**config.mk**
```make
export PLATFORM = sky130hd
export DESIGN_NAME = fb_mode_bank
export DESIGN_NICKNAME = d
export VERILOG_FILES = /design/src/rtl/fb_mode_pkg.sv /design/src/rtl/fb_mode_ctl.sv /design/src/rtl/fb_mode_dp.sv /design/src/rtl/fb_mode_bank.sv
export SDC_FILE = /design/constraint.sdc
export NUM_CORES = 2
export LEC_CHECK = 0
export BUFFER_PORTS_ARGS = -buffer_cell sky130_fd_sc_hd__buf_2
export CAP_MARGIN = 25
export CORE_MARGIN = 2
export CORE_UTILIZATION = 60
export CTS_BUF_LIST = sky130_fd_sc_hd__clkbuf_16
export CTS_CLUSTER_DIAMETER = 80
export DETAILED_ROUTE_END_ITERATION = 8
export GPL_TIMING_DRIVEN = 0
export PLACE_DENSITY_LB_ADDON = 0.2
export SETUP_SLACK_MARGIN = 0.3
export SYNTH_ARGS = -nofsm -noshare
export SYNTH_HDL_FRONTEND = slang
export SYNTH_HIERARCHICAL = 1
export SYNTH_SLANG_ARGS = --single-unit
```
**constraint.sdc**
```tcl
create_clock -name clk -period 18.35 [get_ports clk]
set_input_delay 0.9175 -clock clk [delete_from_list [all_inputs] [get_ports clk]]
set_output_delay 0.9175 -clock clk [all_outputs]
set_load 0.005 [all_outputs]
```
**src/rtl/fb_mode_pkg.sv**
```systemverilog
package fb_mode_pkg;
  localparam int REG_W  = 16;
  localparam int BUS_W  = 32;
  localparam int ADDR_W = 10;
  localparam int IDX_W  = ADDR_W - 2;
  localparam int GEO_W  = 36;
  localparam int STR_W  = 18;

  localparam logic [IDX_W-1:0] IDX_ID    = 8'd0;
  localparam logic [IDX_W-1:0] IDX_EN    = 8'd1;
  localparam logic [IDX_W-1:0] IDX_DEPTH = 8'd2;
  localparam logic [IDX_W-1:0] IDX_XRES  = 8'd3;
  localparam logic [IDX_W-1:0] IDX_YRES  = 8'd4;
  localparam logic [IDX_W-1:0] IDX_VIRTW = 8'd5;
  localparam logic [IDX_W-1:0] IDX_XPAN  = 8'd6;
  localparam logic [IDX_W-1:0] IDX_YPAN  = 8'd7;
  localparam logic [IDX_W-1:0] IDX_MEM   = 8'd8;
  localparam int               NUM_IDX   = 9;

  localparam logic [REG_W-1:0] ID_CODE      = 16'h4C46;
  localparam logic [BUS_W-1:0] ORDER_BIG    = 32'hBEBE_BEBE;
  localparam logic [BUS_W-1:0] ORDER_LITTLE = 32'h1E1E_1E1E;
  localparam logic [BUS_W-1:0] EXT_LEN      = 32'd8;
  localparam int               EXT_OFS_LEN  = 0;
  localparam int               EXT_OFS_ORD  = 4;
  localparam int               MIN_DIM      = 64;

  typedef enum logic [1:0] {
    FMT_NONE    = 2'd0,
    FMT_RGB565  = 2'd1,
    FMT_XRGB_LE = 2'd2,
    FMT_XRGB_BE = 2'd3
  } pixFmt_t;

  typedef struct packed {
    pixFmt_t          fmt;
    logic [2:0]       bpp;
    logic [REG_W-1:0] width;
    logic [REG_W-1:0] height;
    logic [STR_W-1:0] stride;
    logic [GEO_W-1:0] offset;
    logic [GEO_W-1:0] size;
  } modeInfo_t;

  typedef struct packed {
    logic modeWr;
    logic orderWr;
    logic latch;
  } ctlStrobe_t;

  function automatic longint unsigned pow2Ceil(input longint unsigned v);
    longint unsigned r;
    r = 1;
    while (r < v) r = r << 1;
    return r;
  endfunction
endpackage

```
**src/rtl/fb_mode_ctl.sv**
```systemverilog
module fb_mode_ctl
  import fb_mode_pkg::*;
(
  input  logic              clk,
  input  logic              rstN,
  input  logic              wrEn,
  input  logic [ADDR_W-1:0] addr,
  input  logic              curValid,
  input  logic              modeDiffers,
  output ctlStrobe_t        strobe,
  output logic              modeChanged
);
  logic extSel;
  assign extSel = addr[ADDR_W-1];

  always_comb begin
    strobe.modeWr  = wrEn && !extSel;
    strobe.orderWr = wrEn && extSel && (addr[ADDR_W-2:0] == (ADDR_W-1)'(EXT_OFS_ORD));
    strobe.latch   = curValid && modeDiffers;
  end

  always_ff @(posedge clk) begin
    if (!rstN) modeChanged <= 1'b0;
    else       modeChanged <= strobe.latch;
  end
endmodule

```
**src/rtl/fb_mode_dp.sv**
```systemverilog
module fb_mode_dp
  import fb_mode_pkg::*;
#(
  parameter longint unsigned MEM_BYTES = 64'd16777216
) (
  input  logic              clk,
  input  logic              rstN,
  input  ctlStrobe_t        strobe,
  input  logic [ADDR_W-1:0] addr,
  input  logic [BUS_W-1:0]  wrData,
  output logic [BUS_W-1:0]  rdData,
  output logic              curValid,
  output logic              modeDiffers,
  output logic              validQ,
  output modeInfo_t         latched
);
  localparam logic [REG_W-1:0] MEM_BLOCKS = REG_W'(MEM_BYTES >> 16);
  localparam logic [GEO_W:0]   MEM_LIMIT  = (GEO_W+1)'(MEM_BYTES);

  logic [IDX_W-1:0] idx;
  logic [REG_W-1:0] regFile [1:NUM_IDX-2];
  logic             bigEnd;

  assign idx = addr[IDX_W:1];

  // one storage word per writable index
  for (genvar gi = 1; gi < NUM_IDX - 1; gi++) begin : g_reg
    always_ff @(posedge clk) begin
      if (!rstN) regFile[gi] <= '0;
      else if (strobe.modeWr && idx == IDX_W'(gi)) regFile[gi] <= wrData[REG_W-1:0];
    end
  end

  always_ff @(posedge clk) begin
    if (!rstN) bigEnd <= 1'b0;
    else if (strobe.orderWr) begin
      if (wrData == ORDER_BIG)         bigEnd <= 1'b1;
      else if (wrData == ORDER_LITTLE) bigEnd <= 1'b0;
    end
  end

  always_comb begin
    rdData = '0;
    if (addr[ADDR_W-1]) begin
      if (addr[ADDR_W-2:0] == (ADDR_W-1)'(EXT_OFS_LEN))      rdData = EXT_LEN;
      else if (addr[ADDR_W-2:0] == (ADDR_W-1)'(EXT_OFS_ORD)) rdData = bigEnd ? ORDER_BIG : ORDER_LITTLE;
    end else if (idx == IDX_ID)   rdData = {16'h0, ID_CODE};
    else if (idx == IDX_MEM)      rdData = {16'h0, MEM_BLOCKS};
    else if (idx >= IDX_W'(NUM_IDX)) rdData = 32'h0000_FFFF;
    else                          rdData = {16'h0, regFile[idx]};
  end

  // derive the requested mode
  modeInfo_t        cur;
  logic             depthOk;
  logic [REG_W-1:0] effW;
  logic [GEO_W:0]   endAddr;

  always_comb begin
    cur     = '0;
    depthOk = 1'b1;
    case (regFile[IDX_DEPTH])
      16'd16: begin cur.bpp = 3'd2; cur.fmt = FMT_RGB565; end
      16'd32: begin cur.bpp = 3'd4; cur.fmt = bigEnd ? FMT_XRGB_BE : FMT_XRGB_LE; end
      default: depthOk = 1'b0;
    endcase
    cur.width  = regFile[IDX_XRES];
    cur.height = regFile[IDX_YRES];
    effW       = (regFile[IDX_VIRTW] < cur.width) ? cur.width : regFile[IDX_VIRTW];
    cur.stride = STR_W'(effW) * STR_W'(cur.bpp);
    cur.size   = GEO_W'(cur.stride) * GEO_W'(cur.height);
    cur.offset = GEO_W'(regFile[IDX_XPAN]) * GEO_W'(cur.bpp)
               + GEO_W'(regFile[IDX_YPAN]) * GEO_W'(cur.stride);
    endAddr    = {1'b0, cur.offset} + {1'b0, cur.size};
    curValid   = regFile[IDX_EN][0] && depthOk
              && cur.width >= REG_W'(MIN_DIM) && cur.height >= REG_W'(MIN_DIM)
              && endAddr <= MEM_LIMIT;
  end

  assign modeDiffers = (cur != latched);

  always_ff @(posedge clk) begin
    if (!rstN) begin
      latched <= '0;
      validQ  <= 1'b0;
    end else begin
      validQ <= curValid;
      if (strobe.latch) latched <= cur;
    end
  end
endmodule

```
**src/rtl/fb_mode_bank.sv**
```systemverilog
module fb_mode_bank
  import fb_mode_pkg::*;
#(
  parameter longint unsigned MEM_REQ_BYTES = 64'd16777216
) (
  input  logic        clk,
  input  logic        rstN,
  input  logic        wrEn,
  input  logic [9:0]  addr,
  input  logic [31:0] wrData,
  output logic [31:0] rdData,
  output logic        modeValid,
  output logic        modeChanged,
  output logic [1:0]  pixFormat,
  output logic [2:0]  bytesPerPix,
  output logic [15:0] modeWidth,
  output logic [15:0] modeHeight,
  output logic [17:0] modeStride,
  output logic [35:0] modeOffset,
  output logic [35:0] modeSize
);
  localparam longint unsigned MEM_BYTES = pow2Ceil(MEM_REQ_BYTES);

  ctlStrobe_t strobe;
  modeInfo_t  latched;
  logic       curValid;
  logic       modeDiffers;

  fb_mode_ctl ctl_i (
    .clk(clk), .rstN(rstN), .wrEn(wrEn), .addr(addr),
    .curValid(curValid), .modeDiffers(modeDiffers),
    .strobe(strobe), .modeChanged(modeChanged)
  );

  fb_mode_dp #(.MEM_BYTES(MEM_BYTES)) dp_i (
    .clk(clk), .rstN(rstN), .strobe(strobe), .addr(addr), .wrData(wrData),
    .rdData(rdData), .curValid(curValid), .modeDiffers(modeDiffers),
    .validQ(modeValid), .latched(latched)
  );

  assign pixFormat   = latched.fmt;
  assign bytesPerPix = latched.bpp;
  assign modeWidth   = latched.width;
  assign modeHeight  = latched.height;
  assign modeStride  = latched.stride;
  assign modeOffset  = latched.offset;
  assign modeSize    = latched.size;
endmodule

```
* After elaboration in Yosys (flattened, before gate mapping)
Memories as Yosys holds them, arrays and structs flattened. Cells that the tools add are included.
Word-level totals: input port bits 45, memory bits (writable) 112, output and inout port bits 161, word-level logic and storage cells 106, bits in registers 128, memories 1
Operators by class: magnitude comparators 5, multipliers 4, eq/ne operators 14, add/subtract/negate cells 2, reduce and logical (&&, ||, !) cells 21, bitwise logic cells 7, mux-type cells 42
Memories:
- dp_i.regFile | words 7, bits a word 16, read ports 8, clocked after Yosys merged registers in 0, wr ports 7, RTL line fb_mode_dp.sv:21 | logic [REG_W-1:0] regFile [1:NUM_IDX-2];
Operator list (count):
- $mux W32 | 6
- $mux W16 | 9
- $ne A125 B125 Y1 | 1
- $add A36 B34 Y37 | 1
- $le A37 B25 Y1 const B | 1
- $add A19 B34 Y35 | 1
- $mul A16 B18 Y34 | 1
- $mul A18 B16 Y34 | 1
- $eq A32 B29 Y1 const B | 1
- $eq A32 B32 Y1 const B | 1
- $eq A8 B3 Y1 const B | 4
- $ge A16 B7 Y1 const B | 2
- $mux W1 | 26
- $mul A16 B3 Y19 | 1
- $mul A16 B3 Y18 | 1
- $eq A16 B5 Y1 const B | 1
- $eq A16 B6 Y1 const B | 1
- $eq A8 B2 Y1 const B | 2
- $lt A16 B16 Y1 | 1
- $logic_and A1 B1 Y1 | 15
- $pmux W5 S2 | 1
- $eq A9 B3 Y1 const B | 1
- $logic_not A9 Y1 | 1
- $eq A8 B1 Y1 const B | 1
- 8 further kinds | 14

* Logic depth before layout (Yosys ltp)
An unclocked memory read counts as a cell.
depth in word-level cells 10, mapped depth 63, gate-level depth less buffers 55

* Hierarchy
Netlist, hierarchy kept.
By module, submodules not included:
- fb_mode_dp | cells each 3951, area an instance 35399.0 um^2, instances 1, sequential area each 5785.5 um^2
- fb_mode_ctl | cells each 8, area an instance 77.6 um^2, instances 1, sequential area each 20.0 um^2

* Least setup slack after synthesis
No wires, ideal clock.
path kind reg2reg, from memory dp_i.regFile[3][7], to register, netlist name dp_i/latched[12], buffers on the path 8, library setup time 0.116 ns, clock period less this slack 13.719 ns, required time 18.234 ns, cell stages (with the launch flop) 61, arrival 13.603 ns, path slack 4.631 ns, cells stage by stage edfxtp_1 inv_1 ha_1 nand2_1 nor3_1 a21oi_1 o41ai_2 clkbuf_1 buf_1 nor2_1 a21oi_1 nor2_1 ha_1 ha_1 inv_1 fa_1 nor2b_1 o311a_1 [... 25 more ...] xor2_1 ha_1 a21o_1 a21o_1 a21oi_1 o21ai_0 a221oi_1 xor2_1 o2111ai_1 a211oi_1 and2_1 and2_1 clkbuf_1 clkbuf_1 buf_1 clkbuf_1 nand2_1 o211a_1
RTL lines (RTL line):
- start: declaration | fb_mode_dp.sv:21

==> impl_metrics.tcl <==
set metrics [dict create \
    status "completed" \
    fin_area_sq_mm 0.03859 \
    grt_pass1_wl_um 190000 \
    grt_max_degree 16 \
    hold_violations 0 \
    clkLatencyLatePin_ns 0.56 \
    die-width_um 247.2 \
    first_iter_violations 3032 \
    synth_area_sq_mm 0.03548 \
    pin_count 206 \
    whs_ns 0.5494 \
    die-area_sq_mm 0.06109 \
    synth_most_common_cell "inv_1" \
    num_rows 89 \
    syn_inst 3959 \
    cts_root_buffer "clkbuf_16" \
    required_ns 18.80 \
    power.density_mw_per_mm2 31.37 \
    first_pass_iters 5 \
    num_vias 30790 \
    slew_violations 0 \
    ant_nets 0 \
    cp_max_fo 10 \
    min_period_over_period_pct 96.17 \
    ys.flop_type "dfxtp_1" \
    ys_types 99 \
    slowest_delay_ns 0.75 \
    cts.clk_slew.worst_paths_ns 0.07 \
    p_leak_uw 0.01855 \
    peakVddDrop_v 0.00008507 \
    antenna_found_initial 6 \
    synthTopCellsByArea "fa_1 (25%), ha_1 (11%), edfxtp_1 (9.5%)" \
    portBuffers 194 \
    synthArstFlopShare_pct 0 \
    coreArea_sq_mm 0.05869 \
    clock.fmax_ghz 0.05667 \
    cts_inserted_buffers 23 \
    path_class "flop to flop" \
    floorplan.initialDensity_pct 60.45 \
    worstSetupStartpointType "flop" \
    h-tree-depth 1 \
    fill_cells 5114 \
    dp_cells 4952 \
    crit_buf_inv 12 \
    setup_viol 0 \
    drive_above_1_share_pct 8.607 \
    multiInputGateArea_sq_mm 0.02664 \
    synth_edf_count 112 \
    synthToLayoutAreaGrowth_pct 8.771 \
    drv_cap 0 \
    grt_setup_unrepaired "no" \
    end_kind "flop" \
    via_per_inst 6.152 \
    postSynthAreaPerCell_sq_um 8.961 \
    hp-class "flop to flop" \
    power_uw 1210 \
    wl_per_cell_um 26.37 \
    drc_errors 0 \
    crit_family "adder cells" \
    yosysWarnings 6 \
    instances_no_fill 5005 \
    skew_ns 0.04161 \
    cts_tree "built" \
    crit_slowest_cell "a2111oi_1" \
    place_congestion 1.072 \
    synth_common_cells "inv_1 (579), fa_1 (451), nand2_1 (405)" \
    yosysTopAreaCellShare_pct 25.45 \
    synth_top_area_cell "fa_1" \
    slew_headroom_pct 15.98 \
    grt_overflow 0 \
    placed_cell_area_sq_mm 0.03763 \
    synth-seq-area-share_pct 16.36 \
    grt_pass1_vias 29810 \
    register_area_sq_mm 0.005806 \
    grt_usage_pct 43.02 \
    worstMarginPinSlew_ns 1.251 \
    period_minus_slack_ns 17.65 \
    drt_wl_total_um 132000 \
    fp.dieH_um 247.2 \
    crit_arrival_ns 18.10 \
    synth-seq-cells 234 \
    dp_hpwl_um 108100 \
    cts_max_path_buffers 3 \
    finalNetCount 5018 \
    cts_sinks 234 \
]
[routing by layer]
layer	vias up	track usage, %	wire [um]
met5	-	0	13
met4	2	29.96	10990
met3	516	11.14	15290
met2	1907	65.56	57780
met1	15060	53.39	47910
li1	13300	-	-
[sequential cells by signal, indices dropped and copies added (netlist names)]
register           flops
dp_i/latched         119
dp_i/regFile         112
ctl_i/modeChanged      1
dp_i/bigEnd            1
dp_i/validQ            1
[power breakdown]
group | total [uW] | switching (uW) | internal, uW
combinational | 125 | 86.3 | 38.5
sequential | 582 | 23.0 | 559
clock | 504 | 218 | 286
[final cells by class]
type                    count  share of cell area (%)
clock inverters            18                  0.5155
multi-input cells        2929                   69.02
diodes                      3                 0.01945
repair buffers            219                   3.236
inverters                 579                   5.632
flip-flops and latches    234                   15.04
clock buffers              23                   1.492
well taps                 773                   2.506
plain buffers             227                   2.529
[through the flow]
step | worst slack, ns | setup TNS [ns] | util [%]
floorplan | 4.631 | 0 | -
CTS | 0.3999 | 0 | 65.44
detailed placement | 0.2497 | 0 | 64.12
global placement | -0.08384 | -0.6167 | 63.82
global route | 0.3133 | 0 | 65.74
finish | 0.7037 | 0 | 65.75
[placed cells by master (no fill, tap or decap), types with 112 or more instances in the layout]
master    instances
and2_1          367
ha_1            309
nand2_1         405
nor2_1          161
nor2b_1         134
a21oi_1         144
clkbuf_1        166
buf_2           199
edfxtp_1        112
dfxtp_1         122
mux2i_1         131
inv_1           583
fa_1            451
[worst reg2reg max path, delay by kind of cell (launching register included)]
| family | cells | cell delay [ns] |
|---|---|---|
| DFF | 1 | 0.59 |
| buffers and inverters | 12 | 4.28 |
| AOI/OAI and AO/OA | 16 | 4.50 |
| xor gates and xnor gates | 2 | 1.17 |
| adders and majority gates | 11 | 4.69 |
| and+or+nand+nor | 13 | 2.34 |
[timing repair]
| item | CTS | global route |
|---|---|---|
| buffers inserted | 0 | 0 |
| hold buffers | 0 | 0 |
| resized for setup | 1 | 42 |
| setup endpoints to repair | 8 | 109 |
[final timing paths]
kind	start	to	slack [ns]	depth (start not counted)
max	dp_i/regFile[3][6]	dp_i/latched[76]	0.70	54
min	dp_i/latched[70]	dp_i/latched[70]	0.55	1
max reg2reg	dp_i/regFile[3][6]	dp_i/latched[76]	0.70	54
min reg2reg	dp_i/latched[70]	dp_i/latched[70]	0.55	1
[kinds of logic after synthesis]
logic type,Yosys count,synth area share [%]
muxes,154,4.934
and+or+nand+nor,1330,19.49
DFF,234,16.36
other,1,0.01057
AOI/OAI and AO/OA,478,9.068
adders and majority gates,760,36.35
xor gates and xnor gates,196,4.962
buffers and inverters,806,8.821
No activity file was read; power rests on OpenSTA's default activity.
